==> src/rtl/cvt_pkg.sv <==
// Package: shared constants and types for the packed double to int32 converter.
// Assumes IEEE-754 binary64 inputs and 32-bit signed integer results.
package cvt_pkg;

    localparam int EXP_W  = 11;
    localparam int FRAC_W = 52;
    localparam int DBL_W  = 1 + EXP_W + FRAC_W;
    localparam int INT_W  = 32;
    localparam int BIAS   = (1 << (EXP_W - 1)) - 1;
    // exponent at which the integer point sits just below the mantissa LSB
    localparam int POINT_EXP = BIAS + FRAC_W;
    // smallest exponent whose magnitude reaches 2^INT_W (always out of range)
    localparam int BIG_EXP   = BIAS + INT_W;
    // right shifts above this value leave no integer bits and no guard bit
    localparam int MAX_SH    = 60;
    localparam logic [INT_W-1:0] INDEF = {1'b1, {(INT_W-1){1'b0}}};

    typedef enum logic [1:0] {
        RND_NEAR = 2'b00,
        RND_DOWN = 2'b01,
        RND_UP   = 2'b10,
        RND_ZERO = 2'b11
    } rnd_e;

    typedef struct packed {
        logic [INT_W-1:0] val;
        logic             inv;
        logic             inx;
    } lane_res_t;

endpackage

==> src/rtl/cvt_align.sv <==
// Module: cvt_align
// Splits one double into sign, integer magnitude, guard and sticky bits.
// Flags inputs that are NaN/infinity or too large for any 32-bit result.
// Assumes the caller applies rounding; purely combinational.
module cvt_align
    import cvt_pkg::*;
(
    input  logic [DBL_W-1:0] dbl,
    output logic             sgn,
    output logic             special,
    output logic [INT_W-1:0] mag,
    output logic             guard,
    output logic             sticky
);

    localparam int MANT_W = FRAC_W + 1;
    localparam int WIDE_W = MANT_W + 64;

    logic [EXP_W-1:0]  exp_f;
    logic [MANT_W-1:0] mant;
    logic [EXP_W:0]    shamt;
    logic              tiny;
    logic [WIDE_W-1:0] shifted;

    // Purpose: decode fields and classify the exponent.
    always_comb begin
        sgn     = dbl[DBL_W-1];
        exp_f   = dbl[DBL_W-2:FRAC_W];
        mant    = {(|exp_f), dbl[FRAC_W-1:0]};
        special = (&exp_f) || (int'(exp_f) >= BIG_EXP);
        tiny    = int'(exp_f) < (POINT_EXP - MAX_SH);
        shamt   = (EXP_W+1)'(POINT_EXP) - {1'b0, exp_f};
    end

    // Purpose: shift the mantissa so the binary point sits at bit 64.
    always_comb begin
        shifted = '0;
        if (!tiny && !special)
            shifted = {mant, 64'b0} >> shamt[5:0];
    end

    // Purpose: pick integer part and rounding bits, tiny values go to sticky.
    always_comb begin
        if (tiny) begin
            mag    = '0;
            guard  = 1'b0;
            sticky = |mant;
        end else begin
            mag    = shifted[64 +: INT_W];
            guard  = shifted[63];
            sticky = |shifted[62:0];
        end
    end

endmodule

==> src/rtl/cvt_round.sv <==
// Module: cvt_round
// Rounds an aligned magnitude under the selected mode, applies the sign,
// and performs the signed 32-bit range test after rounding.
// Assumes mag < 2^32 whenever special is low; purely combinational.
module cvt_round
    import cvt_pkg::*;
(
    input  logic             sgn,
    input  logic             special,
    input  logic [INT_W-1:0] mag,
    input  logic             guard,
    input  logic             sticky,
    input  rnd_e             mode,
    output lane_res_t        res
);

    logic             frac_nz;
    logic             bump;
    logic [INT_W:0]   sum;
    logic             ovf;
    logic [INT_W-1:0] signed_val;

    // Purpose: decide whether the magnitude moves up by one.
    always_comb begin
        frac_nz = guard | sticky;
        unique case (mode)
            RND_NEAR: bump = guard & (sticky | mag[0]);
            RND_DOWN: bump = sgn & frac_nz;
            RND_UP:   bump = ~sgn & frac_nz;
            default:  bump = 1'b0;
        endcase
    end

    // Purpose: add the increment and test the signed range.
    always_comb begin
        sum        = {1'b0, mag} + {{INT_W{1'b0}}, bump};
        ovf        = sgn ? (sum > {1'b0, INDEF}) : (sum >= {1'b0, INDEF});
        signed_val = sgn ? (~sum[INT_W-1:0] + 1'b1) : sum[INT_W-1:0];
    end

    // Purpose: assemble the lane result and its flags.
    always_comb begin
        res.inv = special | ovf;
        res.val = res.inv ? INDEF : signed_val;
        res.inx = ~res.inv & frac_nz;
    end

endmodule

==> src/rtl/cvt_lane.sv <==
// Module: cvt_lane
// One conversion lane: alignment followed by rounding and range check.
// Assumes both lanes share the rounding mode; purely combinational.
module cvt_lane
    import cvt_pkg::*;
(
    input  logic [DBL_W-1:0] dbl,
    input  rnd_e             mode,
    output lane_res_t        res
);

    logic             sgn;
    logic             special;
    logic [INT_W-1:0] mag;
    logic             guard;
    logic             sticky;

    cvt_align u_align (
        .dbl     (dbl),
        .sgn     (sgn),
        .special (special),
        .mag     (mag),
        .guard   (guard),
        .sticky  (sticky)
    );

    cvt_round u_round (
        .sgn     (sgn),
        .special (special),
        .mag     (mag),
        .guard   (guard),
        .sticky  (sticky),
        .mode    (mode),
        .res     (res)
    );

endmodule

==> src/rtl/pk_dbl_to_i32.sv <==
// Module: pk_dbl_to_i32
// Converts LANES packed doubles to LANES packed signed 32-bit integers.
// One output register stage behind a valid/ready handshake. Sticky flags
// are cleared only by the synchronous active-low reset.
module pk_dbl_to_i32
    import cvt_pkg::*;
#(
    parameter int LANES = 2
) (
    input  logic                   clk,
    input  logic                   rst_n,
    input  logic                   in_valid,
    output logic                   in_ready,
    input  logic [LANES*64-1:0]    in_data,
    input  logic [1:0]             rnd_mode,
    input  logic                   inv_mask,
    output logic                   out_valid,
    input  logic                   out_ready,
    output logic [LANES*32-1:0]    out_data,
    output logic                   out_we,
    output logic                   out_exc,
    output logic [LANES-1:0]       lane_inv,
    output logic [LANES-1:0]       lane_inx,
    output logic                   sticky_inv,
    output logic                   sticky_inx
);

    localparam int IN_W  = LANES * DBL_W;
    localparam int OUT_W = LANES * INT_W;

    lane_res_t        res [LANES];
    logic [OUT_W-1:0] data_c;
    logic [LANES-1:0] inv_c;
    logic [LANES-1:0] inx_c;
    logic             take;
    logic             exc_c;

    for (genvar g = 0; g < LANES; g++) begin : g_lane
        cvt_lane u_lane (
            .dbl  (in_data[g*DBL_W +: DBL_W]),
            .mode (rnd_e'(rnd_mode)),
            .res  (res[g])
        );
        assign data_c[g*INT_W +: INT_W] = res[g].val;
        assign inv_c[g] = res[g].inv;
        assign inx_c[g] = res[g].inx;
    end

    // Purpose: handshake and unmasked exception decision.
    always_comb begin
        in_ready = !out_valid || out_ready;
        take     = in_valid && in_ready;
        exc_c    = !inv_mask && (|inv_c);
    end

    // Purpose: output stage control bits and sticky status.
    always_ff @(posedge clk) begin
        if (!rst_n) begin
            out_valid  <= 1'b0;
            out_we     <= 1'b0;
            out_exc    <= 1'b0;
            sticky_inv <= 1'b0;
            sticky_inx <= 1'b0;
        end else if (in_ready) begin
            out_valid <= in_valid;
            out_we    <= in_valid && !exc_c;
            out_exc   <= in_valid && exc_c;
            if (take) begin
                sticky_inv <= sticky_inv | (|inv_c);
                sticky_inx <= sticky_inx | (|inx_c);
            end
        end
    end

    // Purpose: output stage data and per-lane flags, loaded on acceptance.
    always_ff @(posedge clk) begin
        if (!rst_n) begin
            out_data <= '0;
            lane_inv <= '0;
            lane_inx <= '0;
        end else if (take) begin
            out_data <= data_c;
            lane_inv <= inv_c;
            lane_inx <= inx_c;
        end
    end

    // stalled result is held unchanged
    a_r9_hold: assert property (@(posedge clk) disable iff (!rst_n)
        out_valid && !out_ready |=> out_valid && $stable(out_data) && $stable(lane_inv));

    // an empty output stage always takes an operand
    a_r9_ready: assert property (@(posedge clk) disable iff (!rst_n)
        !out_valid |-> in_ready);

    // exception output only with a result and never alongside write-enable
    a_r6_exc: assert property (@(posedge clk) disable iff (!rst_n)
        out_exc |-> out_valid && !out_we);

    // an invalid lane 0 carries the indefinite pattern
    a_r4_indef0: assert property (@(posedge clk) disable iff (!rst_n)
        out_valid && lane_inv[0] |-> out_data[INT_W-1:0] == INDEF);

    // invalid and inexact never together in a lane
    a_r5_excl: assert property (@(posedge clk) disable iff (!rst_n)
        out_valid |-> (lane_inv & lane_inx) == '0);

    // sticky flags never fall outside reset
    a_r8_sticky: assert property (@(posedge clk) disable iff (!rst_n)
        !$fell(sticky_inv) && !$fell(sticky_inx));

endmodule

==> config.mk <==
export PLATFORM = sky130hd
export DESIGN_NAME = pk_dbl_to_i32
export DESIGN_NICKNAME = d
export VERILOG_FILES = /design/src/rtl/cvt_pkg.sv /design/src/rtl/cvt_align.sv /design/src/rtl/cvt_round.sv /design/src/rtl/cvt_lane.sv /design/src/rtl/pk_dbl_to_i32.sv
export SDC_FILE = /design/constraint.sdc
export NUM_CORES = 1
export LEC_CHECK = 0
export BUFFER_PORTS_ARGS = -buffer_cell sky130_fd_sc_hd__buf_2
export CORE_MARGIN = 2
export CORE_UTILIZATION = 45
export CTS_CLUSTER_SIZE = 16
export DETAILED_ROUTE_END_ITERATION = 16
export SETUP_SLACK_MARGIN = 0.02
export SLEW_MARGIN = 20
export SYNTH_ARGS = -nofsm -noshare
export SYNTH_HDL_FRONTEND = slang
export SYNTH_SLANG_ARGS = --single-unit
==> constraint.sdc <==
create_clock -name clk -period 11.7 [get_ports clk]
set_input_delay 3.51 -clock clk [delete_from_list [all_inputs] [get_ports clk]]
set_output_delay 3.51 -clock clk [all_outputs]
set_load 0.05 [all_outputs]
==> summary.md <==
Setup violations remaining at the end of the flow were counted as 0. Input and output buffers added on the ports amount to 208. Routability-driven placement finished with a final weighted congestion of 1.01. Sequential cells account for 19.3% of the total power.

The total die area was 38300 µm². For the part of the total power dissipated in combinational logic, the log shows 61.4%. For this block, the initial DRC count from the detailed router was 1869.

STA classifies the critical path endpoint as a flop. Static leakage power: 6.63 nW. Setup repair after global routing left no endpoint under its margin. The run gives 2007 as the synthesized instance count.

The count of warnings emitted by yosys was 0; the top cell type's share of synthesized area was 15.0%. After detailed placement, the design holds a cell count of 2592. Launch point of the worst path: in_data[117].

The run gives 51800 µm as the HPWL after detailed placement. The synthesized area divided by synthesized cell count was 8.24 µm²; the worst clock skew on the final layout was 0.00479 ns. For the worst-skew pair, the clock arrives at the later sink with an insertion delay of 0.33 ns. The max-cap violation count was 0; the post-detailed-route count of antenna-violating nets was 0. The floorplan step defined a core boundary enclosing 36300 µm². The layout overhead on the synthesized area is 7.90%. Cell with the largest stage delay on the worst path: a221oi_1. The tools report the area of the mapped netlist as 16500 µm².

The number of storage elements in the synthesis netlist is 73. Once layout is complete, the cells apart from fillers number 2610. No sink is reached through more buffers than the 2 on the longest clock path. The final route contains 17600 vias. The horizontal extent of the die came out at 196 µm.

The critical path contains buffers and inverters numbering 3 combined. The type of the tightest min-delay check was reg2reg. For the initial antenna violation count, the log shows 3. For this configuration, the core starts out at a cell density of 45.5%. For the number of max-slew violations in the final report, the log shows 0. CTS saw 73 sinks. In the post-synthesis netlist, the biggest area contributors are mux4_2, dfxtp_1, mux2i_1, mux2_2, nand2_1. After detailed routing, the average wire length per cell comes to 24.9 µm. nand2_1 is the most common cell in the netlist.

Summed over all instances, the cell type with the most area after synthesis is mux4_2. For the pin with the worst max-slew slack, the measured transition is 1.18 ns. Synthesis produced a netlist with a net count of 2155. Global routing consumed, over all layers together, 33.0% of the routing resources. Portion of total power attributed to the clock network: 19.3%. Counting flops with a built-in enable in the synthesized netlist gives 0.

The net count of the finished layout is 2285. TritonCTS built the clock tree. The run gives 0 as the final-report hold violation count.

By count the netlist is led by nand2_1, nor2_1, mux4_2, mux2i_1, xnor2_1. In the routed layout, each cell is associated on average with a via count of 6.74. Row generation in the floorplan step produced 70 rows. The net switching share of the total power is 46.7%, and the arrival time at the worst endpoint is 11.32 ns. Most used cell along the critical path: nand2_1.

The first global-routing pass estimated 99700 µm of wire. The worst setup path is of the in2reg kind. The run gives 209 as the number of top-level design ports.

The flow ran to the end, and the final reports show no timing, DRC or antenna violations. Final sum of negative setup slack: 0 ns. Maximum VDD drop: 0.0669 mV. The clock tree synthesis step divided the H-tree into 3 levels. In this run the most critical hold path is launched from out_data[22]. STA puts the critical path data required time at 11.95 ns. The worst register-to-register path begins at out_valid. The number of distinct library cell variants in the gate-level netlist after synthesis was 119; the clock-pin slew on the worst setup and hold paths was 0.06 ns. The DRC violation count after routing was 0. STA classifies the critical path startpoint as an input pin.

Before antenna repair, the detailed router went through 6 iterations. Internal portion of total power: 725 µW. Derived from the worst setup path, the maximum achievable clock frequency is 0.0903 GHz. Of the cells placed in the final design, the portion with a size suffix greater than 1 is 26.4%. Buffers inserted during clock tree synthesis total 9. The smallest clock period supported by the final layout is computed as 11.07 ns. The fraction of registers with async set/reset is 0%, and the detailed-route wire length is 64900 µm. The power dissipated by switching net loads is 635 µW, and the number of global-route vias before repair is 16000. In this run, post-CTS hold repair placed 0 buffers.

Leading register cell type out of synthesis: dfxtp_1. On the critical path the largest part of the delay comes from compound AO/OA/AOI/OAI gates. The root buffer cell was clkbuf_16. Global routing finished with a remaining overflow of 0. Headroom to the max-slew limit came out at 20.9%. The run gives 73 as the maximum number of pins on one net before global-route repair. For this run, the register share of the synthesized area comes to 8.84%.

The maximum fanout along the worst path was 57. In the finished design, the share of the clock period the worst path needs comes to 94.6%. The total power density per cell area is 76.3 nW/µm², and the maximum cell stage delay along the critical path is 0.72 ns. The height of the chip is 196 µm.
==> worst min-delay path, cell delays in order (launching register included) <==
cell and delay (ns):
dfxtp_1 0.31, nand2_1 0.05, o21ai_1 0.05
==> cells in the final DEF (no fill, tap or decap), types with 10 or more instances in the layout <==
cell,count
a211oi_1,19
a21o_1,12
a21oi_1,77
a21oi_2,12
a22o_1,14
a22oi_1,24
a31oi_1,23
a32oi_1,13
and2_1,29
buf_2,205
buf_4,56
dfxtp_1,73
ha_1,12
inv_1,35
mux2_2,77
mux2i_1,107
mux4_1,11
mux4_2,110
nand2_1,228
nand2b_1,15
nand3_1,71
nand3_2,11
nand4_1,40
nor2_1,149
nor2b_1,11
nor3_1,61
nor4_1,51
o211ai_1,16
o21ai_0,80
o21ai_1,26
o22ai_1,31
o31ai_1,18
o32ai_1,10
or2_2,19
or3_1,15
or4_1,11
xnor2_1,83
xor2_1,49
==> per-stage QoR <==
stage               total power [mW]  utilization, %  hold WS [ns]  setup slack, ns  cell area [µm²]
global placement                1.08            48.2         0.431            0.477            17500
global route                    1.42            49.1         0.468            0.140            17800
finish                          1.36            49.1         0.443            0.631            17800
detailed placement              1.08            48.2         0.438            0.257            17500
CTS                             1.34            49.0         0.446            0.600            17800
floorplan                      0.838               -         0.662            0.902            16500
==> layer usage <==
layer | routed length, µm | part of all wire (%) | global-route usage [%] | up-vias
met2 | 26800 | 41 | 46.8 | 954
li1 | - | - | - | 8082
met5 | 0 | 0 | 0 | -
met4 | 1240 | 1.9 | 7.38 | 0
met3 | 5620 | 8.7 | 3.56 | 68
met1 | 31300 | 48 | 52.7 | 8498
==> layout make-up <==
cell class / count / area (µm²)
fillers: 3685 / 18500
multi-input cells: 1751 / 13900
repair buffers: 263 / 1490
flip-flops and latches: 73 / 1460
well taps: 468 / 586
clock buffers: 11 / 233
inverters: 39 / 146
clock inverters: 3 / 43.8
diodes: 2 / 5.00
==> power groups by stage <==
stage                     clock network [mW]  logic [mW]  registers, mW
after CTS                              0.268       0.813          0.262
final                                  0.263       0.835          0.262
after floorplan                            0       0.540          0.298
after detailed placement                   0       0.810          0.268
after global placement                     0       0.810          0.267
after global routing                   0.277       0.882          0.263
==> registers in the layout, indices dropped and copies added, names as in the netlist <==
signal	flops
out_data	64
lane_inv	2
lane_inx	2
out_exc	1
out_valid	1
out_we	1
sticky_inv	1
sticky_inx	1
==> repair_timing <==
action                     4_1_cts  5_1_grt
setup endpoints to repair        0        3
resized for setup                0        1
setup buffers                    0        2
==> cells by family (layout without fill, tap and decap cells) <==
family,after synthesis,after routing,synth area share (%)
other,0,2,0
adders and majority gates,13,13,0.984
AOI/OAI and AO/OA,501,501,21.6
muxes,309,309,28.8
xor gates and xnor gates,136,136,7.30
and+or+nand+nor,792,792,25.1
DFF,73,73,8.84
buffers and inverters,183,316,7.44
==> path summary, 6_finish.rpt <==
path	depth (start not counted)	slack, ns	end
worst min-delay path	2	0.44	out_data[22]
worst max-delay path	27	0.63	out_data[61]
worst min register to register	2	0.44	out_data[22]
worst max register to register	7	9.62	out_data[19]
Note: power is estimated with default switching activity, not from simulation.
